**config.mk**
```make
export PLATFORM = sky130hd
export DESIGN_NAME = irq_pin_engine
export DESIGN_NICKNAME = d
export VERILOG_FILES = /design/src/rtl/ipe_pkg.sv /design/src/rtl/ipe_pin_slot.sv /design/src/rtl/ipe_lowest_pick.sv /design/src/rtl/ipe_msg_stage.sv /design/src/rtl/irq_pin_engine.sv
export SDC_FILE = /design/constraint.sdc
export NUM_CORES = 1
export LEC_CHECK = 0
export BUFFER_PORTS_ARGS = -buffer_cell sky130_fd_sc_hd__buf_2
export CORE_AREA = 4 4 630 632
export CTS_BUF_LIST = sky130_fd_sc_hd__clkbuf_16
export DETAILED_ROUTE_END_ITERATION = 7
export DIE_AREA = 0 0 634 636
export GPL_ROUTABILITY_DRIVEN = 0
export HOLD_SLACK_MARGIN = 0.1
export PLACE_DENSITY_LB_ADDON = 0.25
export SKIP_CTS_REPAIR_TIMING = 1
export SYNTH_ARGS = -nofsm -noshare
export SYNTH_HDL_FRONTEND = slang
export SYNTH_SLANG_ARGS = --single-unit
```
**constraint.sdc**
```tcl
create_clock -name clk -period 4.1 [get_ports clk]
set_clock_uncertainty 0.1 [all_clocks]
set_input_delay 0.41 -clock clk [delete_from_list [all_inputs] [get_ports clk]]
set_output_delay 0.41 -clock clk [all_outputs]
set_load 0.02 [all_outputs]
```
**src/rtl/ipe_pkg.sv**
```systemverilog
package ipe_pkg;

   typedef enum logic [1:0] {
      OP_ASSERT   = 2'b00,
      OP_DEASSERT = 2'b01,
      OP_PULSE    = 2'b10,
      OP_RSVD     = 2'b11
   } pin_op_e;

   // routing entry geometry, decoded by the register file as well
   localparam int ENT_W    = 64;
   localparam int VEC_W    = 8;
   localparam int MODE_W   = 3;
   localparam int DEST_W   = 8;
   localparam int VEC_LO   = 0;
   localparam int MODE_LO  = 8;
   localparam int LOGIC_B  = 11;
   localparam int TRIG_B   = 15;
   localparam int MASK_B   = 16;
   localparam int DEST_LO  = ENT_W - DEST_W;

   typedef struct packed {
      logic [VEC_W-1:0]  vector;
      logic [MODE_W-1:0] mode;
      logic              logical;
      logic              level;
      logic              masked;
      logic [DEST_W-1:0] dest;
   } route_t;

   function automatic route_t decode_entry(input logic [ENT_W-1:0] e);
      route_t r;
      r.vector  = e[VEC_LO +: VEC_W];
      r.mode    = e[MODE_LO +: MODE_W];
      r.logical = e[LOGIC_B];
      r.level   = e[TRIG_B];
      r.masked  = e[MASK_B];
      r.dest    = e[DEST_LO +: DEST_W];
      return r;
   endfunction

endpackage

```
**src/rtl/ipe_pin_slot.sv**
```systemverilog
module ipe_pin_slot
   import ipe_pkg::*;
#(
   parameter int CNT_W = 8
) (
   input  logic             clk,
   input  logic             rst_n,
   input  logic             cmd_hit,
   input  pin_op_e          cmd_op,
   input  route_t           ent,
   input  logic             eoi_valid,
   input  logic [VEC_W-1:0] eoi_vec,
   input  logic             take,
   output logic             pend,
   output logic             rirr,
   output logic             neg_evt
);

   localparam logic [CNT_W-1:0] CMAX = {1'b0, {(CNT_W-1){1'b1}}};
   localparam logic [CNT_W-1:0] CMIN = {1'b1, {(CNT_W-1){1'b0}}};
   localparam logic [CNT_W-1:0] ONE  = CNT_W'(1);

   logic [CNT_W-1:0] cnt, cnt_nx;
   logic cmd_fire, eoi_hit, eoi_fire, fire, is_zero, is_pos;

   assign is_zero = (cnt == '0);
   assign is_pos  = !cnt[CNT_W-1] && !is_zero;

   always_comb begin
      cnt_nx   = cnt;
      cmd_fire = 1'b0;
      neg_evt  = 1'b0;
      if (cmd_hit) begin
         case (cmd_op)
            OP_ASSERT: begin
               if (cnt != CMAX) cnt_nx = cnt + ONE;
               cmd_fire = is_zero;
            end
            OP_DEASSERT: begin
               if (cnt != CMIN) cnt_nx = cnt - ONE;
               neg_evt = cnt_nx[CNT_W-1];
            end
            OP_PULSE: begin
               cmd_fire = is_zero;
               neg_evt  = cnt[CNT_W-1];
            end
            default: ;
         endcase
      end
   end

   assign eoi_hit  = eoi_valid && rirr && (ent.vector == eoi_vec);
   assign eoi_fire = eoi_hit && is_pos;
   assign fire     = (cmd_fire || eoi_fire) && !ent.masked;

   always_ff @(posedge clk) begin
      if (!rst_n) begin
         cnt  <= '0;
         pend <= 1'b0;
         rirr <= 1'b0;
      end else begin
         cnt  <= cnt_nx;
         pend <= (pend && !take) || fire;
         rirr <= (rirr && !eoi_hit) || (take && ent.level);
      end
   end

   p_fire_on_zero_r1: assert property (@(posedge clk) disable iff (!rst_n)
      $rose(pend) |-> ($past(cnt) == '0) || $past(eoi_valid));

   p_masked_drop_r5: assert property (@(posedge clk) disable iff (!rst_n)
      $rose(pend) |-> !$past(ent.masked));

   p_sat_top_r9: assert property (@(posedge clk) disable iff (!rst_n)
      (cnt == CMAX) |=> (cnt != CMIN));

   p_sat_bottom_r9: assert property (@(posedge clk) disable iff (!rst_n)
      (cnt == CMIN) |=> (cnt != CMAX));

   p_rirr_set_r6: assert property (@(posedge clk) disable iff (!rst_n)
      $rose(rirr) |-> $past(take && ent.level));

   p_rirr_clear_r7: assert property (@(posedge clk) disable iff (!rst_n)
      $fell(rirr) |-> $past(eoi_valid && (eoi_vec == ent.vector)));

endmodule

```
**src/rtl/ipe_lowest_pick.sv**
```systemverilog
module ipe_lowest_pick #(
   parameter int N     = 24,
   parameter int IDX_W = 6
) (
   input  logic [N-1:0]     req,
   output logic [N-1:0]     gnt,
   output logic [IDX_W-1:0] idx,
   output logic             any
);

   always_comb begin
      gnt = '0;
      idx = '0;
      for (int i = N - 1; i >= 0; i--) begin
         if (req[i]) begin
            gnt    = '0;
            gnt[i] = 1'b1;
            idx    = IDX_W'(i);
         end
      end
   end

   assign any = |req;

endmodule

```
**src/rtl/ipe_msg_stage.sv**
```systemverilog
module ipe_msg_stage
   import ipe_pkg::*;
#(
   parameter int PIN_W = 6
) (
   input  logic             clk,
   input  logic             rst_n,
   input  logic             any,
   input  logic [PIN_W-1:0] idx,
   input  route_t           sel,
   input  logic             ready,
   output logic             valid,
   output logic             load,
   output logic [PIN_W-1:0] pin,
   output route_t           msg
);

   assign load = any && (!valid || ready);

   always_ff @(posedge clk) begin
      if (!rst_n) begin
         valid <= 1'b0;
         pin   <= '0;
         msg   <= '0;
      end else if (load) begin
         valid <= 1'b1;
         pin   <= idx;
         msg   <= sel;
      end else if (ready) begin
         valid <= 1'b0;
      end
   end

   p_stall_hold_r10: assert property (@(posedge clk) disable iff (!rst_n)
      (valid && !ready) |=> (valid && $stable(pin) && $stable(msg)));

endmodule

```
**src/rtl/irq_pin_engine.sv**
```systemverilog
module irq_pin_engine
   import ipe_pkg::*;
#(
   parameter int NUM_PINS = 24,
   parameter int PIN_W    = 6,
   parameter int CNT_W    = 8
) (
   input  logic                      clk,
   input  logic                      rst_n,
   input  logic                      cmd_valid,
   input  logic [1:0]                cmd_op,
   input  logic [PIN_W-1:0]          cmd_pin,
   input  logic                      eoi_valid,
   input  logic [VEC_W-1:0]          eoi_vector,
   input  logic [NUM_PINS*ENT_W-1:0] route_tbl,
   output logic                      dlv_valid,
   input  logic                      dlv_ready,
   output logic [PIN_W-1:0]          dlv_pin,
   output logic [VEC_W-1:0]          dlv_vector,
   output logic [MODE_W-1:0]         dlv_mode,
   output logic                      dlv_logical,
   output logic                      dlv_level,
   output logic [DEST_W-1:0]         dlv_dest,
   output logic [NUM_PINS-1:0]       remote_irr,
   output logic                      cmd_err,
   output logic                      cnt_neg
);

   localparam int PIN_SPAN = 1 << PIN_W;

   if (NUM_PINS < 1 || NUM_PINS > PIN_SPAN) begin : g_bad_pins
      $error("irq_pin_engine: NUM_PINS does not fit PIN_W");
   end
   if (CNT_W < 2) begin : g_bad_cnt
      $error("irq_pin_engine: CNT_W must be at least 2");
   end

   pin_op_e             op;
   logic                pin_ok, op_ok, cmd_ok;
   logic [NUM_PINS-1:0] pend, take, gnt, neg_evt;
   logic [PIN_W-1:0]    pick_idx;
   logic                pick_any, load;
   route_t              ent_d [NUM_PINS];
   route_t              sel, msg;

   assign op     = pin_op_e'(cmd_op);
   assign pin_ok = (32'(cmd_pin) < NUM_PINS);
   assign op_ok  = (op != OP_RSVD);
   assign cmd_ok = cmd_valid && pin_ok && op_ok;
   assign take   = load ? gnt : '0;

   for (genvar g = 0; g < NUM_PINS; g++) begin : g_pin
      assign ent_d[g] = decode_entry(route_tbl[g*ENT_W +: ENT_W]);

      ipe_pin_slot #(.CNT_W(CNT_W)) u_slot (
         .clk       (clk),
         .rst_n     (rst_n),
         .cmd_hit   (cmd_ok && (cmd_pin == PIN_W'(g))),
         .cmd_op    (op),
         .ent       (ent_d[g]),
         .eoi_valid (eoi_valid),
         .eoi_vec   (eoi_vector),
         .take      (take[g]),
         .pend      (pend[g]),
         .rirr      (remote_irr[g]),
         .neg_evt   (neg_evt[g])
      );
   end

   ipe_lowest_pick #(.N(NUM_PINS), .IDX_W(PIN_W)) u_pick (
      .req (pend),
      .gnt (gnt),
      .idx (pick_idx),
      .any (pick_any)
   );

   always_comb begin
      sel = '0;
      for (int i = 0; i < NUM_PINS; i++) begin
         if (gnt[i]) sel = sel | ent_d[i];
      end
   end

   ipe_msg_stage #(.PIN_W(PIN_W)) u_out (
      .clk   (clk),
      .rst_n (rst_n),
      .any   (pick_any),
      .idx   (pick_idx),
      .sel   (sel),
      .ready (dlv_ready),
      .valid (dlv_valid),
      .load  (load),
      .pin   (dlv_pin),
      .msg   (msg)
   );

   assign dlv_vector  = msg.vector;
   assign dlv_mode    = msg.mode;
   assign dlv_logical = msg.logical;
   assign dlv_level   = msg.level;
   assign dlv_dest    = msg.dest;

   always_ff @(posedge clk) begin
      if (!rst_n) begin
         cmd_err <= 1'b0;
         cnt_neg <= 1'b0;
      end else begin
         cmd_err <= cmd_valid && !(pin_ok && op_ok);
         cnt_neg <= |neg_evt;
      end
   end

   p_single_take_r10: assert property (@(posedge clk) disable iff (!rst_n)
      $onehot0(take));

   p_reject_quiet_r4: assert property (@(posedge clk) disable iff (!rst_n)
      (cmd_valid && !pin_ok && !eoi_valid)
      |=> ($countones(pend) <= $past($countones(pend))));

   p_reject_flag_r4: assert property (@(posedge clk) disable iff (!rst_n)
      (cmd_valid && !op_ok) |=> cmd_err);

endmodule

```
==> results.cfg <==
[run_status]
status = completed

[route]
wl_per_cell_um = 23.7
dr.pass1.iters = 6
post_drt_via_cell_ratio = 3.13
ant_nets = 0
vias = 28708
routed_wl_mm = 217
drc = 0
drt_iter0_drc = 2533

[critical_path]
r2r_end = u_out.msg[6]$_SDFFE_PN0P_
cp.arrival_ns = 4.46
crit_slowest_cell = nor4_2
r2r_start = g_pin[3].u_slot.pend$_SDFF_PN0_
worst-path-max-fanout = 16
worstPathCellList = nor4_2 > nand3_1 > nor4b_2 > buf_12 > a22oi_1 > nand3_1 > buf_12 > a221oi_1 > dlygate4sd3_1 > a31oi_1
cp-start-kind = flip-flop
critPathLaunch = g_pin[3].u_slot.pend$_SDFF_PN0_
path_buf_inv = 3
crit_required_ns = 4.55
worstRegToRegCells = 10
end_kind = flip-flop
cp_slowest_stage_delay_ns = 0.82
reg2reg_slack_ns = 0.09
critPathKind = reg -> reg
cp_top_family = simple AND/OR/NAND/NOR gates

[power]
cellPowerDensity_nw_per_um2 = 212
leakage_nw = 12.0
seqPwrFrac_pct = 35.0
p_int_mw = 5.16
ir_drop_uv = 257
switching_power_mw = 2.38
p_clk_share_pct = 47.5
power_frac_comb_pct = 17.5
swShare_pct = 31.6

[synth]
synth_cell_types = 87
yosysWarnings = 0
synth_top_family_by_area = simple AND/OR/NAND/NOR gates
syn_nets = 4737
muxShareOfSynthArea_pct = 0.763
synth_edf_count = 0
yosys.area_share.simple_pct = 28.5
syn_area_per_cell_um2 = 7.29
synthFlopType = dfxtp_1
synth_xor_area_share_pct = 11.7
synth_area_um2 = 22600
netlist_instances = 3104
synth_compound_area_share_pct = 25.0
async_flop_share_pct = 0
synthAdderAreaFrac_pct = 4.20
ys_seq_elements = 269
synth_seq_area_share_pct = 23.8

[hold_path]
hold_class = in -> reg
hold_depth = 3
worstHoldEndpoint = g_pin[3].u_slot.pend$_SDFF_PN0_
hp-start = route_tbl[208]

[run]
maxCapViolations = 0

[clock_network]
clk_latency_ns = 0.62
cts_tree = done
clkTransAtPathRegs_ns = 0.06
clock-sinks = 269
htreeDepth = 2
cts_max_path_buffers = 3
cts_buffers = 42
cts-root-buf = clkbuf_16

[floorplanning]
start_util_pct = 5.78
die_area_um2 = 403000
row_count = 230
coreArea_um2 = 391000
io_pins = 1611
die_x_um = 634
die_h_um = 636

[timing]
maxSlewViolCount = 0
setup_viol = 0
clock.fmax_ghz = 0.249
tightest_slew_ns = 1.38
relSlewSlack_pct = 7.73
min_period_over_period_pct = 97.8
finalSetupTns_ns = 0
rsz0062_at_grt = no
finalHoldViolations = 0
worst_slack_ns = 0.0902
period_needed_ns = 4.01

[global_route]
grt_pass1_vias = 26844
grt-ovfl-total = 0
grt_usage_pct = 10.3
grt_max_degree = 71
grt_pass1_wl_mm = 276
antenna_found_initial = 169

[place]
dp_slack_ns = 0.165
port_buffers = 601
dp_hpwl_mm = 190

[cells_and_area]
nNetsFinal = 5413
area_growth_pct = 56.9
mostFrequentLayoutCell = buf_2
drive_above_1_share_pct = 25.0
mostFrequentLayoutCells = 601 x buf_2, 317 x nor2_1, 267 x dfxtp_1, 265 x nand2_1, 238 x a21oi_1
-- flip-flops by register name, indices dropped and copies added, names as in the netlist --
register and cells:
u_out.valid 1, u_out.pin 5, g_pin.u_slot.rirr 24, g_pin.u_slot.pend 24, g_pin.u_slot.cnt 192, cmd_err 1, cnt_neg 1, u_out.msg 21
-- worst max path at each step --
| stage | end | slack (ns) | cells after the start |
|---|---|---|---|
| 6_report | u_out.msg[6]$_SDFFE_PN0P_ | 0.09 | 10 |
| 5_1_grt | u_out.msg[1]$_SDFFE_PN0P_ | 0.04 | 10 |
| 4_1_cts | u_out.msg[17]$_SDFFE_PN0P_ | 0.18 | 11 |
| 3_5_place_dp | u_out.msg[17]$_SDFFE_PN0P_ | 0.17 | 11 |
| 3_3_place_gp | u_out.msg[1]$_SDFFE_PN0P_ | 0.17 | 10 |
| 2_1_floorplan | g_pin[19].u_slot.cnt[2]$_SDFFE_PN0P_ | 1.30 | 9 |
-- metal layers --
metal | vias to the layer above | share of wire, % | track usage (%)
met5 | - | 0.11 | 0
met4 | 36 | 4.0 | 3.19
met3 | 357 | 7.7 | 2.39
met2 | 1349 | 46 | 17.1
met1 | 13973 | 42 | 13.1
li1 | 12993 | - | -
-- synthesized netlist by cell type (9+ instances only) --
cell,n,area share [%]
a2111oi_0,9,0.35
a21o_1,22,0.73
a21oi_1,239,5.3
a221oi_1,29,1.1
a222oi_1,25,1.1
a22oi_1,152,5.0
a31oi_1,44,1.2
a32oi_1,22,0.85
and2_1,34,0.94
and3_1,53,1.5
and4_1,26,1.0
buf_1,27,0.45
buf_2,25,0.55
buf_4,25,0.83
clkbuf_1,157,2.6
dfxtp_1,269,24
ha_1,76,4.2
inv_1,94,1.6
mux2i_1,15,0.66
nand2_1,265,4.4
nand2b_1,15,0.41
nand3_1,83,1.8
nand3b_1,11,0.36
nand4_1,88,2.4
nor2_1,320,5.3
nor2b_1,32,0.88
nor3_1,107,2.4
nor3b_1,10,0.33
nor4_1,78,2.2
nor4bb_1,9,0.40
o21a_1,11,0.36
o21ai_0,162,3.6
o22ai_1,9,0.25
o31ai_1,12,0.40
or3_1,56,1.5
or4_1,32,1.1
xnor2_1,146,5.7
xor2_1,155,6.0
-- power by group through the flow --
stage	combinational (mW)	sequential (mW)	clock, mW
final	1.32	2.64	3.58
after CTS	1.27	2.64	3.72
after global placement	1.27	2.69	0
after floorplan	0.448	2.70	0
after global routing	1.41	2.64	3.80
after detailed placement	1.27	2.69	0
-- cell type report --
| cell class | instances | area [um2] |
|---|---|---|
| antenna | 147 | 368 |
| clock buffer | 42 | 1050 |
| clock inverter | 31 | 239 |
| fill | 46136 | 356000 |
| inverter | 95 | 362 |
| multi-input combinational | 2506 | 16100 |
| sequential | 269 | 5390 |
| tap | 5220 | 6530 |
| timing repair buffer | 866 | 5490 |
-- tightest hold or removal path: stages --
cell and delay, ns:
buf_2 0.11, or3_1 0.15, a21oi_1 0.07
-- through the flow --
step,hold WS (ns),power [mW],util (%),area [um2],instances
3_5_place_dp,0.373,3.96,8.54,33400,8913
2_1_floorplan,0.341,3.15,-,22600,3104
6_report,0.0907,7.54,9.07,35500,9176
3_3_place_gp,0.356,3.97,8.54,33400,8913
4_1_cts,-0.0708,7.64,8.87,34700,8986
5_1_grt,0.101,7.84,9.02,35300,9087
-- cell families (layout without fill, tap and decap cells) --
group | Yosys count | count (layout)
compound gates | 854 | 854
xor+xnor | 301 | 301
fa+ha+maj | 76 | 76
buf+inv | 329 | 1034
flops | 269 | 269
mux | 17 | 17
other cells | 1 | 148
simple gates | 1257 | 1257
Note: power is estimated with default switching activity, not from simulation.
